`src/rtl/spi_stat_pkg.sv`:
```
package spi_stat_pkg;
    localparam int BYTE_W = 8;
    localparam int BIT_CW = $clog2(BYTE_W);

    // status bit positions, decoded by the host
    localparam int ST_PD   = 7;
    localparam int ST_RDY  = 6;
    localparam int ST_INT  = 5;
    localparam int ST_FULL = 4;
    localparam int ST_BSY  = 0;

    typedef logic [BYTE_W-1:0] byte_t;

    function automatic byte_t pack_status(input logic pd, input logic rdy,
                                          input logic irq, input logic full,
                                          input logic bsy);
        byte_t s;
        s          = '0;
        s[ST_PD]   = pd;
        s[ST_RDY]  = rdy;
        s[ST_INT]  = irq;
        s[ST_FULL] = full;
        s[ST_BSY]  = bsy;
        return s;
    endfunction
endpackage

```
`src/rtl/spi_pin_sync.sv`:
```
module spi_pin_sync #(
    parameter int         W       = 3,
    parameter int         STAGES  = 2,
    parameter logic [W-1:0] RST_VAL = '1
) (
    input  logic         clk,
    input  logic         rst_n,
    input  logic [W-1:0] pin_i,
    output logic [W-1:0] sync_o
);
    logic [STAGES-1:0][W-1:0] stage_q;

    genvar g;
    generate
        for (g = 0; g < STAGES; g++) begin : g_stage
            if (g == 0) begin : g_first
                always_ff @(posedge clk or negedge rst_n) begin
                    if (!rst_n) stage_q[g] <= RST_VAL;
                    else        stage_q[g] <= pin_i;
                end
            end else begin : g_next
                always_ff @(posedge clk or negedge rst_n) begin
                    if (!rst_n) stage_q[g] <= RST_VAL;
                    else        stage_q[g] <= stage_q[g-1];
                end
            end
        end
    endgenerate

    assign sync_o = stage_q[STAGES-1];
endmodule

```
`src/rtl/spi_byte_fifo.sv`:
```
module spi_byte_fifo #(
    parameter int DEPTH = 32,
    parameter int W     = 8
) (
    input  logic                       clk,
    input  logic                       rst_n,
    input  logic                       flush_i,
    input  logic                       push_i,
    input  logic [W-1:0]               push_data_i,
    input  logic                       pop_i,
    output logic [W-1:0]               pop_data_o,
    output logic                       full_o,
    output logic                       empty_o,
    output logic [$clog2(DEPTH):0]     count_o
);
    localparam int AW = $clog2(DEPTH);
    localparam int CW = AW + 1;

    typedef struct packed {
        logic [AW-1:0] wr;
        logic [AW-1:0] rd;
        logic [CW-1:0] cnt;
    } fifo_st_t;

    fifo_st_t q, d;
    logic [W-1:0] mem [DEPTH];
    logic do_push, do_pop;

    assign full_o     = (q.cnt == CW'(DEPTH));
    assign empty_o    = (q.cnt == '0);
    assign count_o    = q.cnt;
    assign pop_data_o = mem[q.rd];
    assign do_push    = push_i && !full_o && !flush_i;
    assign do_pop     = pop_i && !empty_o && !flush_i;

    always_comb begin
        d = q;
        if (flush_i) begin
            d = '0;
        end else begin
            if (do_push) d.wr = (q.wr == AW'(DEPTH-1)) ? '0 : q.wr + 1'b1;
            if (do_pop)  d.rd = (q.rd == AW'(DEPTH-1)) ? '0 : q.rd + 1'b1;
            case ({do_push, do_pop})
                2'b10:   d.cnt = q.cnt + 1'b1;
                2'b01:   d.cnt = q.cnt - 1'b1;
                default: d.cnt = q.cnt;
            endcase
        end
    end

    always_ff @(posedge clk or negedge rst_n) begin
        if (!rst_n) q <= '0;
        else        q <= d;
    end

    always_ff @(posedge clk) begin
        if (do_push) mem[q.wr] <= push_data_i;
    end
endmodule

```
`src/rtl/spi_stat_slave.sv`:
```
module spi_stat_slave
    import spi_stat_pkg::*;
#(
    parameter int BUF_DEPTH   = 32,
    parameter int SYNC_STAGES = 2
) (
    input  logic        clk,
    input  logic        rst_n,
    input  logic        ss_n_i,
    input  logic        sclk_i,
    input  logic        mosi_i,
    output logic        miso_o,
    output logic        miso_oe_o,
    input  logic        core_pd_i,
    input  logic        core_int_i,
    input  logic        core_cmd_bsy_i,
    input  logic        rd_mode_i,
    output logic        cmd_valid_o,
    output logic [7:0]  cmd_byte_o,
    output logic        rx_valid_o,
    input  logic        rx_ready_i,
    output logic [7:0]  rx_data_o,
    input  logic        tx_valid_i,
    output logic        tx_ready_o,
    input  logic [7:0]  tx_data_i,
    output logic        rdy_o,
    output logic        stat_rdy_o
);
    localparam int CNT_W = $clog2(BUF_DEPTH) + 1;

    typedef struct packed {
        logic [BIT_CW-1:0] bit_cnt;
        byte_t             rx_sh;
        byte_t             tx_sh;
        logic              first;
        logic              done;
        logic              done_cmd;
        byte_t             done_byte;
        logic              busy;
        logic              viol;
        logic              rd_mode;
        logic              cmd_valid;
        byte_t             cmd_byte;
        logic              sclk_prev;
        logic              ss_prev;
    } slv_st_t;

    localparam slv_st_t ST_RST = '{
        bit_cnt: '0, rx_sh: '0, tx_sh: '0, first: 1'b1, done: 1'b0,
        done_cmd: 1'b0, done_byte: '0, busy: 1'b0, viol: 1'b0,
        rd_mode: 1'b0, cmd_valid: 1'b0, cmd_byte: '0,
        sclk_prev: 1'b1, ss_prev: 1'b1
    };

    slv_st_t q, d;

    // synchronised pins: {ss_n, sclk, mosi}
    logic [2:0] pins_s;
    logic       s_ss, s_sclk, s_mosi;

    spi_pin_sync #(
        .W       (3),
        .STAGES  (SYNC_STAGES),
        .RST_VAL (3'b110)
    ) u_sync (
        .clk    (clk),
        .rst_n  (rst_n),
        .pin_i  ({ss_n_i, sclk_i, mosi_i}),
        .sync_o (pins_s)
    );

    assign s_ss   = pins_s[2];
    assign s_sclk = pins_s[1];
    assign s_mosi = pins_s[0];

    // buffer
    logic               fifo_push, fifo_pop, fifo_full, fifo_empty;
    logic               spi_push, spi_pop, core_push, core_pop;
    byte_t              fifo_wdata, fifo_rdata;
    logic [CNT_W-1:0]   fifo_count;

    spi_byte_fifo #(
        .DEPTH (BUF_DEPTH),
        .W     (BYTE_W)
    ) u_buf (
        .clk         (clk),
        .rst_n       (rst_n),
        .flush_i     (s_ss),
        .push_i      (fifo_push),
        .push_data_i (fifo_wdata),
        .pop_i       (fifo_pop),
        .pop_data_o  (fifo_rdata),
        .full_o      (fifo_full),
        .empty_o     (fifo_empty),
        .count_o     (fifo_count)
    );

    logic sclk_rise, sclk_fall, ss_fall, rd_now;

    assign sclk_rise = !s_ss && s_sclk && !q.sclk_prev;
    assign sclk_fall = !s_ss && !s_sclk && q.sclk_prev;
    assign ss_fall   = !s_ss && q.ss_prev;

    assign tx_ready_o = !s_ss && q.rd_mode && !fifo_full;
    assign core_push  = tx_valid_i && tx_ready_o;
    assign rx_valid_o = !q.rd_mode && !fifo_empty;
    assign core_pop   = rx_valid_o && rx_ready_i;
    assign rx_data_o  = fifo_rdata;

    assign fifo_push  = spi_push || core_push;
    assign fifo_wdata = spi_push ? q.done_byte : tx_data_i;
    assign fifo_pop   = spi_pop || core_pop;

    always_comb begin
        d           = q;
        d.sclk_prev = s_sclk;
        d.ss_prev   = s_ss;
        d.done      = 1'b0;
        d.cmd_valid = 1'b0;
        spi_push    = 1'b0;
        spi_pop     = 1'b0;
        rd_now      = q.done_cmd ? rd_mode_i : q.rd_mode;

        if (s_ss) begin
            d.bit_cnt = '0;
            d.rx_sh   = '0;
            d.first   = 1'b1;
            d.busy    = 1'b0;
            d.rd_mode = 1'b0;
        end else if (ss_fall) begin
            d.tx_sh   = pack_status(core_pd_i, !q.viol, core_int_i,
                                    fifo_full, core_cmd_bsy_i);
            d.viol    = 1'b0;
            d.first   = 1'b1;
            d.bit_cnt = '0;
        end else begin
            // serial bit timing
            if (q.busy && (sclk_rise || sclk_fall)) begin
                d.viol = 1'b1;
            end else if (sclk_rise) begin
                d.rx_sh   = {q.rx_sh[BYTE_W-2:0], s_mosi};
                d.bit_cnt = q.bit_cnt + 1'b1;
                if (q.bit_cnt == BIT_CW'(BYTE_W-1)) begin
                    d.done      = 1'b1;
                    d.done_cmd  = q.first;
                    d.done_byte = {q.rx_sh[BYTE_W-2:0], s_mosi};
                    d.first     = 1'b0;
                end
            end else if (sclk_fall && q.bit_cnt != '0) begin
                d.tx_sh = {q.tx_sh[BYTE_W-2:0], 1'b0};
            end

            // byte boundary and pause handling
            if (q.done) begin
                if (q.done_cmd) begin
                    d.cmd_valid = 1'b1;
                    d.cmd_byte  = q.done_byte;
                    d.rd_mode   = rd_mode_i;
                end
                if (rd_now) begin
                    if (!fifo_empty) begin
                        spi_pop = 1'b1;
                        d.tx_sh = fifo_rdata;
                    end else begin
                        d.busy = 1'b1;
                    end
                end else begin
                    d.tx_sh = '0;
                    if (!q.done_cmd) begin
                        spi_push = 1'b1;
                        if (fifo_count == CNT_W'(BUF_DEPTH-1)) d.busy = 1'b1;
                    end
                end
            end else if (q.busy) begin
                if (q.rd_mode) begin
                    if (!fifo_empty) begin
                        spi_pop = 1'b1;
                        d.tx_sh = fifo_rdata;
                        d.busy  = 1'b0;
                    end
                end else if (!fifo_full) begin
                    d.busy = 1'b0;
                end
            end
        end
    end

    always_ff @(posedge clk or negedge rst_n) begin
        if (!rst_n) q <= ST_RST;
        else        q <= d;
    end

    assign miso_o      = q.tx_sh[BYTE_W-1];
    assign miso_oe_o   = !ss_n_i;
    assign cmd_valid_o = q.cmd_valid;
    assign cmd_byte_o  = q.cmd_byte;
    assign rdy_o       = !q.busy;
    assign stat_rdy_o  = !q.viol;
endmodule

```
`config.mk`:
```
export PLATFORM = sky130hd
export DESIGN_NAME = spi_stat_slave
export DESIGN_NICKNAME = d
export VERILOG_FILES = /design/src/rtl/spi_stat_pkg.sv /design/src/rtl/spi_pin_sync.sv /design/src/rtl/spi_byte_fifo.sv /design/src/rtl/spi_stat_slave.sv
export SDC_FILE = /design/constraint.sdc
export NUM_CORES = 1
export LEC_CHECK = 0
export ABC_AREA = 1
export BUFFER_PORTS_ARGS = -buffer_cell sky130_fd_sc_hd__buf_2
export CAP_MARGIN = 20
export CORE_ASPECT_RATIO = 0.8
export CORE_MARGIN = 2
export CORE_UTILIZATION = 40
export DETAILED_ROUTE_END_ITERATION = 10
export GPL_TIMING_DRIVEN = 0
export SLEW_MARGIN = 20
export SYNTH_ARGS = -nofsm -noshare
export SYNTH_HDL_FRONTEND = slang
export SYNTH_SLANG_ARGS = --single-unit
```
`constraint.sdc`:
```
create_clock -name clk -period 3.05 [get_ports clk]
set_input_delay 0.4575 -clock clk [delete_from_list [all_inputs] [get_ports clk]]
set_output_delay 0.4575 -clock clk [all_outputs]
set_load 0.01 [all_outputs]
```
# Word level (Yosys, flattened, before mapping)
# Memory sizes are Yosys's and may differ from the RTL's.
# Cells that the tools add are included.
[totals] word_cells=145 ramBits=256 reg_bits=65 n_memories=1 out_inout_bits=23
[mem_list] memory="u_buf.mem" depth=32 width=8 rd=1 rd_ports_with_merged_regs=0 write_ports=1 line="spi_byte_fifo.sv:26" rtl="logic [W-1:0] mem [DEPTH];"
[classes] addsub=5 n_eq_ne=13 reduce_logical=47 muxes=57 bitwise=3
[op_table] op="$mux 8" n=9
[op_table] op="$mux 11" n=5
[op_table] op="$mux 10" n=4
[op_table] op="$mux 30" n=1
[op_table] op="$mux 1" n=29
[op_table] op="$mux 5" n=4
[op_table] op="$mux 9" n=2
[op_table] op="$logic_and 1x1->1" n=16
[op_table] op="$mux 16" n=1
[op_table] op="$pmux 6 s2" n=1
[op_table] op="$reduce_bool 2->1" n=6
[op_table] op="$reduce_bool 3->1" n=4
[op_table] op="$add 5x1->5 const B" n=2
[op_table] op="$eq 5x5->1 const B" n=2
[op_table] op="$logic_not 1->1" n=9
[op_table] op="$reduce_and 3->1" n=3
[op_table] op="$reduce_and 4->1" n=2
[op_table] op="$add 6x1->6 const B" n=1
[op_table] op="$eq 6x5->1 const B" n=1
[op_table] op="$eq 6x6->1 const B" n=1
[op_table] op="$logic_not 6->1" n=1
[op_table] op="$sub 6x1->6 const B" n=1
[op_table] op="$reduce_and 5->1" n=1
[op_table] op="$ne 2x1->1 const B" n=2
[op_table] op="12 further kinds" n=17

# Longest topological paths before layout
[logic_depth] ltp_word=13 mapped_depth=18 depth_no_buf=18

# By module
# From an unflattened synthesis, not the netlist that was laid out.
[unflattened] cells_unflattened=1313 area_unflattened_um2=14094.8
[by_module_without_submodules] module="spi_byte_fifo" area_each_um2=11484.8 n_inst=1 cells_each=1011 seq_area_each_um2=8087.8
[by_module_without_submodules] module="spi_stat_slave" area_each_um2=2432.3 n_inst=1 cells_each=293 seq_area_each_um2=1079.8
[by_module_without_submodules] module="spi_pin_sync" area_each_um2=177.7 n_inst=1 cells_each=9 seq_area_each_um2=155.1

# Least setup slack after synthesis
# OpenSTA, ideal clock, no wires.
[synth_timing] kind="register to register" start="register q[0] (netlist bit)" end="memory u_buf.mem[0][4], data pin" period_less_slack_ns=2.803 arrival_ns=2.349 path_stages_with_launch=7 setup_slack_ns=0.247 setup_ns=0.454 path_cell_list="dfstp_2 > nor2_4 > nand2_2 > nor2_2 > inv_1 > clkbuf_1 > o21ai_0"
[synth_between] elab_chain_cells=4
[synth_rtl] element="start: declaration" line="spi_stat_slave.sv:55" rtl="slv_st_t q, d;"
[synth_rtl] element="start signal: assignment" line="spi_stat_slave.sv:189" rtl="if (!rst_n) q <= ST_RST;"
[synth_rtl] element="start signal: assignment" line="spi_stat_slave.sv:190" rtl="else q <= d;"
[synth_rtl] element="$logic_and 1x1->1" line="spi_stat_slave.sv:102" rtl="assign ss_fall = !s_ss && q.ss_prev;"
[synth_rtl] element="$mux 1" line="spi_stat_slave.sv:130" rtl="end else if (ss_fall) begin"
[synth_rtl] element="$mux 1" line="spi_stat_slave.sv:124" rtl="if (s_ss) begin"
[synth_rtl] element="$mux 8" line="spi_stat_slave.sv:111" rtl="assign fifo_wdata = spi_push ? q.done_byte : tx_data_i;"
[synth_rtl] element="via fifo_wdata[4]" line="spi_stat_slave.sv:79" rtl="byte_t fifo_wdata, fifo_rdata;"
[synth_rtl] element="end: declaration" line="spi_byte_fifo.sv:26"
# The timed path passes the listed nets, and every way through them passes these cells.

# Worst setup path in the final report
[layout_timing] start="register u_buf.q[7] (netlist bit)" end="output rx_data_o[5]"
[layout_between] elab_chain_cells=1
[layout_rtl] element="start: declaration" line="spi_byte_fifo.sv:25" rtl="fifo_st_t q, d;"
[layout_rtl] element="start signal: assignment" line="spi_byte_fifo.sv:52" rtl="if (!rst_n) q <= '0;"
[layout_rtl] element="start signal: assignment" line="spi_byte_fifo.sv:53" rtl="else q <= d;"
[layout_rtl] element="$mem_v2 32x8"
[layout_rtl] element="end: declaration" line="spi_stat_slave.sv:22" rtl="output logic [7:0] rx_data_o,"
# Every way passes these cells.

==> flow_metrics.env <==
export IMPL_status="complete, no violations"
export IMPL_clock_sinks=321
export IMPL_yosysWarnings=0
export IMPL_grt_pass1_wl_mm=59.02
export IMPL_power_density_nw_per_um2=715.0
export IMPL_maxSlewViolCount=0
export IMPL_hold_path_class="in -> reg"
export IMPL_start_util=0.4085
export IMPL_num_rows=60
export IMPL_drive_gt1_frac=0.1704
export IMPL_grt_overflow=0
export IMPL_swShare=0.3149
export IMPL_worstMarginPinSlew_ns=1.111
export IMPL_cts_root_buf="clkbuf_16"
export IMPL_io_pins=42
export IMPL_core_region_area_um2=33860
export IMPL_setup_violations=0
export IMPL_htree_levels=1
export IMPL_final_util=0.4786
export IMPL_drt_first_pass_iters=5
export IMPL_startpoint_type="flip-flop"
export IMPL_grt_max_degree=49
export IMPL_dr_first_iter_drc_count=1205
export IMPL_ant_nets=0
export IMPL_n_fill_cell=3059
export IMPL_finalHoldViolCount=0
export IMPL_syn_cell_area_um2=13830
export IMPL_routed_wl_mm=39.17
export IMPL_regArea_um2=9323
export IMPL_clkTransAtPathRegs_ns=0.06
export IMPL_p_sw_mw=3.649
export IMPL_cts_buffer_depth=3
export IMPL_dp_slack_ns=0.2238
export IMPL_async_flop_share=0.2025
export IMPL_nNetsFinal=1395
export IMPL_totalPowerFinal_mw=11.59
export IMPL_clock_power_share=0.330
export IMPL_crit_required_ns=2.59
export IMPL_post_drt_wl_per_cell_um=21.17
export IMPL_ir_worst_vdd_mv=0.4361
export IMPL_crit_type="reg -> out"
export IMPL_antenna_found_initial=0
export IMPL_critPathArrivalTime_ns=2.51
export IMPL_dieArea_um2=36090
export IMPL_grt_pass1_vias=9432
export IMPL_multiInputGateArea_um2=3999
export IMPL_vias=9882
export IMPL_cp_max_fo=10
export IMPL_grtUsageTotal=0.2230
export IMPL_mostFrequentLayoutCell="nand2_1"
export IMPL_clk_latency_ns=0.57
export IMPL_skew_ns=0.01303
export IMPL_dp_hpwl_mm=26.48
export IMPL_die_h_um=170.3
export IMPL_insertedDiodeCount=0
export IMPL_io_buffers=41
export IMPL_slew_headroom=0.2563
export IMPL_min_period_ns=2.970
export IMPL_cts_tree="done"
export IMPL_p_int_mw=7.937
export IMPL_syn_inst=1268
export IMPL_synth_distinct_cells=44
export IMPL_post_route_period_util=0.9738
export IMPL_end_kind="output port"
export IMPL_synth_seq_cells=321
export IMPL_p_comb_frac=0.251
export IMPL_cap_violations=0
export IMPL_viasPerCell=5.342
export IMPL_seq_power_share=0.419
export IMPL_timing_fmax_mhz=336.7
export IMPL_area_growth_pct=17.17
export IMPL_p_leak_nw=6.248
export IMPL_synth_edff_count=256
export IMPL_syn_area_per_cell_um2=10.91
export IMPL_final_setup_worst_slack_ns=0.07996
export IMPL_final_cell_mix="343 x nand2_1, 256 x edfxtp_1, 184 x nand3_1, 71 x nor2_1, 61 x inv_1"
export IMPL_die_x_um=211.9
export IMPL_fin_hold_ws_ns=0.1836
export IMPL_gp_congestion=0.8632
export IMPL_syn_num_nets=1302
export IMPL_route_detailed_drc=0
export IMPL_yosys_most_used_dff="edfxtp_1"
export IMPL_yosysSeqAreaShare=0.6741
export IMPL_cts_buffers=30
==> cell usage after synthesis, drive strengths merged (2+ instances only) <==
cell	n	share of area
a21oi	13	0.0050
a22o	2	0.0013
a31oi	3	0.0014
and2	4	0.0018
buf	55	0.024
clkbuf	16	0.0043
dfrtp	58	0.10
dfstp	7	0.013
edfxtp	256	0.56
ha	14	0.013
inv	68	0.019
nand2	356	0.10
nand3	191	0.071
nand4	2	0.00090
nor2	94	0.026
o211ai	14	0.0076
o21ai	85	0.032
o221ai	8	0.0051
o22ai	10	0.0050
xnor2	3	0.0019
xor2	2	0.0013
==> power by group through the flow <==
stage / Sequential (mW) / Combinational [mW] / Clock (mW)
2_1_floorplan: 4.93 / 1.77 / 0
3_3_place_gp: 4.95 / 2.67 / 0
3_5_place_dp: 4.94 / 2.75 / 0
4_1_cts: 4.85 / 2.79 / 3.85
5_1_grt: 4.86 / 3.21 / 4.02
6_report: 4.85 / 2.91 / 3.83
==> final timing paths <==
kind	startpoint	slack [ns]	endpoint	cells after the start
setup reg to reg	u_sync.sync_o[2]$_DFF_PN1_	0.30	u_buf.count_o[5]$_DFFE_PN0P_	16
min in group asynchronous	rst_n	0.31	miso_o$_DFFE_PN0N_	2
hold / removal	core_pd_i	0.18	miso_o$_DFFE_PN0N_	4
setup / recovery	u_buf.q[7]$_DFFE_PN0P_	0.08	rx_data_o[5]	9
max in group asynchronous	rst_n	2.16	u_sync.stage_q[2]$_DFF_PN1_	3
hold reg to reg	u_sync.stage_q[1]$_DFF_PN1_	0.36	u_sync.sync_o[1]$_DFF_PN1_	0
==> critical path, cell delays in order (launching register included) <==
cell	delay [ns]
dfrtp_1	0.38
buf_2	0.19
buf_4	0.22
buf_4	0.22
o21ai_1	0.09
o221ai_1	0.25
nand3_1	0.17
nand3_1	0.14
and2_1	0.16
buf_2	0.13
==> registers in the layout, indices dropped and copies added, names as in the netlist <==
register and flops:
u_buf.mem 256, q 33, u_buf.q 10, cmd_byte_o 8, u_buf.count_o 6, u_sync.stage_q 3, u_sync.sync_o 3, cmd_valid_o 1
miso_o 1
==> routing by layer <==
| layer | wire (um) | track usage | up-vias |
|---|---|---|---|
| met5 | 0 | 0 | - |
| met4 | 1042 | 0.06093 | 0 |
| met3 | 3877 | 0.06163 | 71 |
| met2 | 16820 | 0.3265 | 409 |
| met1 | 17430 | 0.3252 | 4837 |
| li1 | - | - | 4565 |
==> per-stage QoR <==
step	setup TNS (ns)	cells	area [um^2]
4_1_cts	0	1847	16050
6_report	0	1850	16210
3_3_place_gp	-414.50	1774	14620
3_5_place_dp	0	1787	14990
2_1_floorplan	0	1268	13830
5_1_grt	-0.0005309	1850	16210
==> area by class of cell <==
type,count,share of cell area
Buffer,71,0.03119
Clock buffer,42,0.05227
Clock inverter,14,0.008802
Inverter,69,0.01706
Multi-Input combinational cell,807,0.2468
Sequential cell,321,0.5753
Tap cell,465,0.03590
Timing Repair Buffer,61,0.03274
==> kinds of logic after synthesis <==
| logic type | synth area share |
|---|---|
| AO/OA/AOI/OAI | 0.05880 |
| AND/OR/NAND/NOR | 0.2016 |
| multiplexers | 0.0007237 |
| XOR/XNOR | 0.003167 |
| adder cells (fa/ha/maj) | 0.01411 |
| buffers and inverters | 0.04749 |
| flip-flops | 0.6741 |
==> repair_timing <==
action | CTS | global route
buffers inserted | 0 | 2
hold buffers | 4 | 0
cloned | 0 | 0
setup endpoints to repair | 6 | 9
pin swaps | 0 | 2
endpoints found under the hold margin | 20 | 0
resized for setup | 17 | 48
Power figures use the tool's default switching activity.
